File: src/rtl/ifu_pkg.sv
package ifu_pkg;

    // Width of a byte address and of the instruction fields that steer the next address
    parameter int ADDR_W  = 32;
    parameter int INSTR_W = 32;
    parameter int IMM_W   = 16;
    parameter int TGT_W   = 26;

    // Two byte-offset bits are never stored
    localparam int BYTE_OFS_W = 2;
    localparam int WORD_W     = ADDR_W - BYTE_OFS_W;
    localparam int REGION_W   = WORD_W - TGT_W;

    // Which path feeds the counter on the next edge
    typedef enum logic [1:0] {
        SEL_SEQUENTIAL = 2'd0,
        SEL_BRANCH     = 2'd1,
        SEL_JUMP       = 2'd2
    } next_sel_e;

endpackage

File: src/rtl/ifu_seq_adder.sv
module ifu_seq_adder #(
    parameter int WORD_W = 30
) (
    input  logic [WORD_W-1:0] pc_word,
    output logic [WORD_W-1:0] pc_next_seq
);

    localparam logic [WORD_W-1:0] ONE_WORD = WORD_W'(1);

    // One word ahead; the carry out of the top bit is dropped (modulo wrap)
    always_comb begin
        pc_next_seq = pc_word + ONE_WORD;
    end

endmodule

File: src/rtl/ifu_branch_target.sv
module ifu_branch_target #(
    parameter int WORD_W = 30,
    parameter int IMM_W  = 16
) (
    input  logic [WORD_W-1:0] pc_next_seq,
    input  logic [IMM_W-1:0]  offset_imm,
    output logic [WORD_W-1:0] branch_word
);

    logic [WORD_W-1:0] offset_ext;

    // Sign extension variant picked by the relative widths
    generate
        if (WORD_W > IMM_W) begin : g_extend
            always_comb begin
                offset_ext = {{(WORD_W-IMM_W){offset_imm[IMM_W-1]}}, offset_imm};
            end
        end else begin : g_trunc
            always_comb begin
                offset_ext = offset_imm[WORD_W-1:0];
            end
        end
    endgenerate

    // Offset counts words and is applied after the sequential step
    always_comb begin
        branch_word = pc_next_seq + offset_ext;
    end

endmodule

File: src/rtl/ifu_jump_target.sv
module ifu_jump_target #(
    parameter int WORD_W = 30,
    parameter int TGT_W  = 26
) (
    input  logic [WORD_W-1:0] pc_word,
    input  logic [TGT_W-1:0]  target_field,
    output logic [WORD_W-1:0] jump_word
);

    localparam int REGION_W = WORD_W - TGT_W;

    // Region bits come from the counter as it stands this cycle
    generate
        if (REGION_W > 0) begin : g_region
            always_comb begin
                jump_word = {pc_word[WORD_W-1:TGT_W], target_field};
            end
        end else begin : g_flat
            always_comb begin
                jump_word = target_field[WORD_W-1:0];
            end
        end
    endgenerate

endmodule

File: src/rtl/ifu_next_sel.sv
module ifu_next_sel
    import ifu_pkg::*;
#(
    parameter int WORD_W = 30
) (
    input  logic              branch_en,
    input  logic              jump_en,
    input  logic              alu_zero,
    input  logic [WORD_W-1:0] seq_word,
    input  logic [WORD_W-1:0] branch_word,
    input  logic [WORD_W-1:0] jump_word,
    output logic [WORD_W-1:0] next_word
);

    next_sel_e sel;

    // Path decision: jump outranks a taken branch
    always_comb begin
        if (jump_en) begin
            sel = SEL_JUMP;
        end else if (branch_en && alu_zero) begin
            sel = SEL_BRANCH;
        end else begin
            sel = SEL_SEQUENTIAL;
        end
    end

    // Multiplexer driven by the named path
    always_comb begin
        unique case (sel)
            SEL_JUMP:   next_word = jump_word;
            SEL_BRANCH: next_word = branch_word;
            default:    next_word = seq_word;
        endcase
    end

endmodule

File: src/rtl/ifu_nextpc.sv
module ifu_nextpc
    import ifu_pkg::*;
(
    input  logic               clk,
    input  logic               rst,
    input  logic               branch_en,
    input  logic               jump_en,
    input  logic               alu_zero,
    input  logic [INSTR_W-1:0] instr,
    output logic [ADDR_W-1:0]  imem_addr
);

    logic [WORD_W-1:0] pc_q;
    logic [WORD_W-1:0] seq_word;
    logic [WORD_W-1:0] branch_word;
    logic [WORD_W-1:0] jump_word;
    logic [WORD_W-1:0] next_word;
    logic              unused_opcode;

    assign unused_opcode = ^instr[INSTR_W-1:TGT_W];

    ifu_seq_adder #(.WORD_W(WORD_W)) u_seq (
        .pc_word     (pc_q),
        .pc_next_seq (seq_word)
    );

    ifu_branch_target #(.WORD_W(WORD_W), .IMM_W(IMM_W)) u_branch (
        .pc_next_seq (seq_word),
        .offset_imm  (instr[IMM_W-1:0]),
        .branch_word (branch_word)
    );

    ifu_jump_target #(.WORD_W(WORD_W), .TGT_W(TGT_W)) u_jump (
        .pc_word      (pc_q),
        .target_field (instr[TGT_W-1:0]),
        .jump_word    (jump_word)
    );

    ifu_next_sel #(.WORD_W(WORD_W)) u_sel (
        .branch_en   (branch_en),
        .jump_en     (jump_en),
        .alu_zero    (alu_zero),
        .seq_word    (seq_word),
        .branch_word (branch_word),
        .jump_word   (jump_word),
        .next_word   (next_word)
    );

    // Counter register with synchronous clear
    always_ff @(posedge clk) begin
        if (rst) begin
            pc_q <= '0;
        end else begin
            pc_q <= next_word;
        end
    end

    // Byte address: word address with a zero byte offset
    always_comb begin
        imem_addr = {pc_q, {BYTE_OFS_W{1'b0}}};
    end

endmodule

File: config.mk
export PLATFORM = sky130hd
export DESIGN_NAME = ifu_nextpc
export DESIGN_NICKNAME = d
export VERILOG_FILES = /design/src/rtl/ifu_pkg.sv /design/src/rtl/ifu_seq_adder.sv /design/src/rtl/ifu_branch_target.sv /design/src/rtl/ifu_jump_target.sv /design/src/rtl/ifu_next_sel.sv /design/src/rtl/ifu_nextpc.sv
export SDC_FILE = /design/constraint.sdc
export NUM_CORES = 1
export LEC_CHECK = 0
export BUFFER_PORTS_ARGS = -buffer_cell sky130_fd_sc_hd__buf_2
export CELL_PAD_IN_SITES_DETAIL_PLACEMENT = 0
export CELL_PAD_IN_SITES_GLOBAL_PLACEMENT = 1
export CORE_MARGIN = 4
export CORE_UTILIZATION = 37
export DETAILED_ROUTE_END_ITERATION = 10
export GPL_ROUTABILITY_DRIVEN = 1
export PLACE_DENSITY = 0.78
export SETUP_SLACK_MARGIN = 0.02
export SYNTH_ARGS = -nofsm -noshare
export SYNTH_HDL_FRONTEND = slang
export SYNTH_SLANG_ARGS = --single-unit
File: constraint.sdc
create_clock -name clk -period 3.4 [get_ports clk]
set_input_delay 0.34 -clock clk [delete_from_list [all_inputs] [get_ports clk]]
set_output_delay 0.34 -clock clk [all_outputs]
set_load 0.005 [all_outputs]
==> flow_summary.toml, run 1 <==
[status]
status = "finished clean"

[setup_path]
path_cells = "and3_4, and4_4, buf_6, nand4_1, buf_4, xnor2_4, ha_4, a21oi_2, nor2_4, or3_4, o21ai_4, o21ai_2, a221oi_2, nor4b_2, a2111oi_2"
critPathMaxStageDelay_ns = 0.39
crit_slowest_cell = "or3_4"
critPathKind = "reg -> reg"
cp_num_buf_inv = 2
path_max_fanout = 6
worstPathArrival_ns = 3.57
crit_required_ns = 3.60
startpoint_type = "register"
cpLargestDelayFamily = "simple AND/OR/NAND/NOR gates"
endpoint_kind = "register"

[cells_and_area]
num-nets-final = 670
n_antenna_cell = 0
num-fill-cells = 882
fin_util_pct = 53.9
drive_gt1_share_pct = 37.7
area_growth_syn_to_layout_pct = 42.0
largest_register_ffs = 30
reg_top3 = "pc_q: 30 flops"
largest_register = "pc_q"

[power]
vdd_drop_max_mv = 0.151
cellLeakagePower_uw = 0.00225
p_per_area_nw_per_um2 = 304

[detailed_routing]
dr.pass1.iters = 5
remaining_drc_errors = 0
drt-total-wl_mm = 11.9
drtIter0Drc = 171
wl_per_cell_um = 16.3
vias_per_cell = 5.52
vias = 4036
ant_nets = 0

[global_routing]
grtUsageMet3_pct = 3.74
grt_usage_pct = 20.4
use_met2_pct = 35.7
grt_pass1_wl_mm = 18.7
grt_use_met1_pct = 26.3
antenna_found_initial = 0
grt_pass1_vias = 3897
top_usage_layer = "met2"
grt-ovfl-total = 0
grt_max_degree = 35

[logic_synthesis]
async_reset_ff_share_pct = 0
synth_common_cells = "nor2_1, a21oi_1, ha_1, xnor2_1"
yosys_warnings = 0
syn_avg_cell_area_sq_um = 7.40
synth_area_leaders = "dfxtp_1, ha_1, xnor2_1"
netlist_area_sq_um = 3510
synth_edf_count = 0
yosysSeqAreaShare_pct = 17.1
synth.largest_area_cell = "dfxtp_1"
synth_top_area_share_pct = 17.1
synthCells = 474
ys_ff_latch = 30
yosysUniqueCellTypes = 60
post-synth-top-count-cell = "nor2_1"
synth_ff_type = "dfxtp_1"

[timing]
fmax_mhz = 296
relSlewSlack_pct = 34.1
tightest_slew_ns = 0.988
finalSetupViolCount = 0
rsz0062_at_grt = "yes"
timing.final.ws_setup_ns = 0.0255
period_minus_slack_ns = 3.37
setup_tns_ns = 0
hold_violations = 0
finalCritPeriodShare_pct = 99.3
skew_ns = 0.0106
final_max_slew_viol_count = 0

[floorplanning]
core_area_sq_um = 9240
initial_core_util_pct = 38.0
die_w_um = 105
die_area_sq_um = 11100
io-pin-count = 69
std_cell_rows = 35
die_height_um = 105

[job]
cap_violations = 0

[clock_network]
cts_tree = "built"
cts.htree.levels = 2
cts_hold_buf = 0
cts_buffer_depth = 2
numCtsBuffers = 5
insertion_delay_ns = 0.29
cts.sink_count = 30
path_clk_slew_ns = 0.08
clockRootBuffer = "clkbuf_8"

[placement]
place_hpwl_mm = 8.53
place_ws_ns = -0.102
gp_congestion = 0.890
portBuffers = 60

[min_path]
hp-class = "in -> reg"
-- area by class of cell --
cell class                 count  area, sq um  share of cell area, %
multi-input combinational    405         3120                   62.6
timing repair buffer         143          946                   19.0
sequential                    30          607                   12.2
tap                          129          161                   3.24
clock buffer                   7         86.3                   1.73
inverter                      16         60.1                   1.21
clock inverter                 1         5.00                  0.100
-- power by group --
group | switching [uW] | internal [uW] | total [uW]
Sequential | 27.4 | 381 | 409
Combinational | 407 | 378 | 785
Clock | 160 | 164 | 323
-- layout by cell type (no fill, tap or decap), types with 8 or more instances in the layout --
master / netlist / final
a211oi_1: 15 / 15
a21o_1: 16 / 16
a21oi_1: 41 / 34
a21oi_2: 2 / 8
buf_2: 2 / 60
buf_4: 3 / 77
dfxtp_1: 30 / 25
ha_1: 31 / 24
inv_1: 16 / 16
nand2_1: 30 / 28
nand3_1: 17 / 13
nand4_1: 9 / 9
nor2_1: 53 / 47
nor3_1: 10 / 10
o211ai_1: 8 / 8
o21ai_0: 27 / 24
o21ai_1: 7 / 9
xnor2_1: 31 / 24
xor2_1: 17 / 14
-- path summary, 6_finish.rpt --
path	start	end	slack [ns]	depth (start not counted)
setup / recovery	pc_q[3]$_SDFF_PP0_	pc_q[25]$_SDFF_PP0_	0.03	15
hold / removal	instr[18]	pc_q[18]$_SDFF_PP0_	0.31	3
setup reg to reg	pc_q[3]$_SDFF_PP0_	pc_q[25]$_SDFF_PP0_	0.03	15
hold reg to reg	pc_q[26]$_SDFFE_PP0P_	pc_q[26]$_SDFFE_PP0P_	0.56	2
-- per-layer routing --
layer	part of all wire [%]	wire [um]	vias up
li1	-	-	1997
met5	0	0	-
met4	1.1	127	0
met2	49	5850	108
met1	45	5330	1918
met3	4.9	577	13
-- worst register-to-register path, cell delays in order (launching register included) --
cell	delay [ns]
dfxtp_1	0.34
and3_4	0.20
and4_4	0.26
buf_6	0.10
nand4_1	0.21
buf_4	0.23
xnor2_4	0.13
ha_4	0.19
a21oi_2	0.16
nor2_4	0.06
or3_4	0.39
o21ai_4	0.18
o21ai_2	0.11
a221oi_2	0.33
nor4b_2	0.10
a2111oi_2	0.29
-- cell families (layout without fill, tap and decap cells) --
kind of cell	count (synthesis)	count (layout)	share of synthesized area, %
AND/OR/NAND/NOR	162	162	23.1
buffers and inverters	40	167	5.53
flip-flops	30	30	17.1
XOR/XNOR	48	48	12.0
multiplexers	1	1	0.285
adder cells (fa/ha/maj)	32	32	11.6
AO/OA/AOI/OAI	160	160	30.2
other	1	2	0.107
-- stage by stage --
stage	total power (uW)	cell area [sq um]	hold slack (ns)	instances
2_1_floorplan	840	3510	0.480	475
3_3_place_gp	1060	4310	0.522	703
3_5_place_dp	1070	4310	0.548	703
4_1_cts	1420	4510	0.295	718
5_1_grt	1620	4980	0.317	731
6_report	1520	4980	0.307	731
-- repair_timing --
action	in CTS	in global routing
gates resized for setup	19	76
setup buffers	7	14
pin swaps	14	70
endpoints found under the setup margin	8	16
Note: power is estimated with default switching activity, not from simulation.
==> inputs of run 2 (changes only) <==
Settings changed: CORE_UTILIZATION 37 to 40, PLACE_DENSITY 0.78 to 0.8.
Clock period 3.4 ns to 4.35 ns, I/O delays scaled along.
==> flow_summary.toml, run 2 (synthesis results as in run 1) <==
[cells_and_area]
multi_input_comb_area_sq_um = 2720
area_growth_syn_to_layout_pct = 11.7
stdcell_area_sq_um = 3920
num-nets-final = 589
fin_util_pct = 46.8
largest_register_ffs = 30
final_cell_mix = "buf_2, nor2_1, a21oi_1, xnor2_1, ha_1"
n_antenna_cell = 0
final_common_cell = "buf_2"
seq_area_sq_um = 601
reg_top3 = "pc_q: 30 flops"
largest_register = "pc_q"
drive_gt1_share_pct = 16.1
num-fill-cells = 886

[global_routing]
top_usage_layer = "met2"
grt_use_met1_pct = 27.6
grtUsageMet3_pct = 3.86
grt_pass1_wl_mm = 16.8
grt_pass1_vias = 3349
antenna_found_initial = 0
grt_max_degree = 35
grt_usage_pct = 19.9
grt-ovfl-total = 0
use_met2_pct = 33.2

[setup_path]
crit_slowest_cell = "dfxtp_1"
critPathKind = "reg -> reg"
path_cells = "ha_1, and3_1, and4_1, nand3_1, xnor2_1, ha_1, a21o_1, a21oi_1, o21bai_1, a2111oi_0, o21a_1, o211ai_1, and4_1, o31ai_1, o21ai_1"
endpoint_kind = "register"
critPathMaxStageDelay_ns = 0.41
startpoint_type = "register"
cpLargestDelayFamily = "compound AO/OA/AOI/OAI gates"
path_max_fanout = 6
crit_required_ns = 4.50
worstPathArrival_ns = 4.11
cp_num_buf_inv = 0

[min_path]
hp-class = "in -> reg"

[power]
pwr-share-seq_pct = 32.0
p_clk_share_pct = 24.7
vdd_drop_max_mv = 0.131
p_int_uw = 615
cellLeakagePower_uw = 0.00175
switching_power_uw = 402
p_per_area_nw_per_um2 = 259
combPwrFrac_pct = 43.3
switching_share_pct = 39.6

[timing]
tightest_slew_ns = 0.979
timing.final.ws_setup_ns = 0.394
relSlewSlack_pct = 34.8
final_max_slew_viol_count = 0
setup_tns_ns = 0
hold_violations = 0
finalSetupViolCount = 0
period_minus_slack_ns = 3.96
skew_ns = 0.00690
finalCritPeriodShare_pct = 90.9
fmax_mhz = 253
rsz0062_at_grt = "no"

[clock_network]
cts.htree.levels = 2
insertion_delay_ns = 0.29
cts_buffer_depth = 2
cts_tree = "built"
ctsResizeCount = 0
cts.sink_count = 30
clockRootBuffer = "clkbuf_8"
numCtsBuffers = 5
path_clk_slew_ns = 0.08
cts_hold_buf = 0
cts_setup_buffers = 0

[placement]
portBuffers = 60
gp_congestion = 0.870
dpl_cell_area_sq_um = 3830
place_hpwl_mm = 7.68
place_ws_ns = 0.405

[detailed_routing]
vias = 3624
ant_nets = 0
drtIter0Drc = 177
vias_per_cell = 5.79
dr.pass1.iters = 5
remaining_drc_errors = 0
drt-total-wl_mm = 10.3
wl_per_cell_um = 16.4

[floorplanning]
die_height_um = 102
std_cell_rows = 33
die_area_sq_um = 10300
core_area_sq_um = 8380
initial_core_util_pct = 41.9
die_w_um = 102
io-pin-count = 69

[status]
status = "finished clean"

[job]
cap_violations = 0
## run 2: cell count changes in the layout (fill, tap and decap cells not counted), moves of 5 or more
| cell | delta |
|---|---|
| dfxtp_1 | +5 |
| buf_4 | -75 |
| a21oi_1 | +7 |
| ha_1 | +7 |
| a21oi_2 | -6 |
| xnor2_2 | -6 |
| buf_6 | -6 |
| xnor2_1 | +7 |
| nor2_1 | +6 |
| dfxtp_2 | -5 |
## run 2: per-stage QoR
step	std cells	total power, uW	hold slack [ns]
final	626	1020	0.388
after global routing	626	1100	0.410
after CTS	626	1030	0.381
after detailed placement	618	767	0.552
after global placement	618	762	0.546
after floorplan	475	656	0.512
## run 2: worst reg2reg max path, stage by stage, from the launching register on
cell,delay [ns]
dfxtp_1,0.41
ha_1,0.25
and3_1,0.37
and4_1,0.33
nand3_1,0.11
xnor2_1,0.22
ha_1,0.34
a21o_1,0.19
a21oi_1,0.13
o21bai_1,0.09
a2111oi_0,0.40
o21a_1,0.19
o211ai_1,0.16
and4_1,0.25
o31ai_1,0.29
o21ai_1,0.10
## run 2: final cells by class
| cell class | count | area share [%] |
|---|---|---|
| well taps | 105 | 3.35 |
| flip-flops and latches | 30 | 15.3 |
| clock buffers | 6 | 2.11 |
| repair buffers | 62 | 8.04 |
| clock inverters | 2 | 0.319 |
| inverters | 16 | 1.53 |
| multi-input cells | 405 | 69.3 |
## run 2: worst paths after layout
kind | from | to | slack [ns] | depth (start not counted)
hold / removal | instr[18] | pc_q[18]$_SDFF_PP0_ | 0.39 | 3
hold reg to reg | pc_q[28]$_SDFFE_PP0P_ | pc_q[28]$_SDFFE_PP0P_ | 0.56 | 2
setup / recovery | pc_q[1]$_SDFF_PP0_ | pc_q[29]$_SDFFE_PP0P_ | 0.39 | 15
setup reg to reg | pc_q[1]$_SDFF_PP0_ | pc_q[29]$_SDFFE_PP0P_ | 0.39 | 15
## run 2: power by group through the flow
stage | clock, uW | sequential (uW) | combinational [uW]
floorplan | 0 | 329 | 328
global placement | 0 | 331 | 432
detailed placement | 0 | 331 | 435
CTS | 266 | 325 | 439
global route | 272 | 329 | 495
finish | 251 | 325 | 441
## run 2: routing by layer
layer	up-vias	wire length, um
li1	1843	-
met2	113	4710
met1	1662	4770
met4	0	34
met3	6	735
met5	-	0
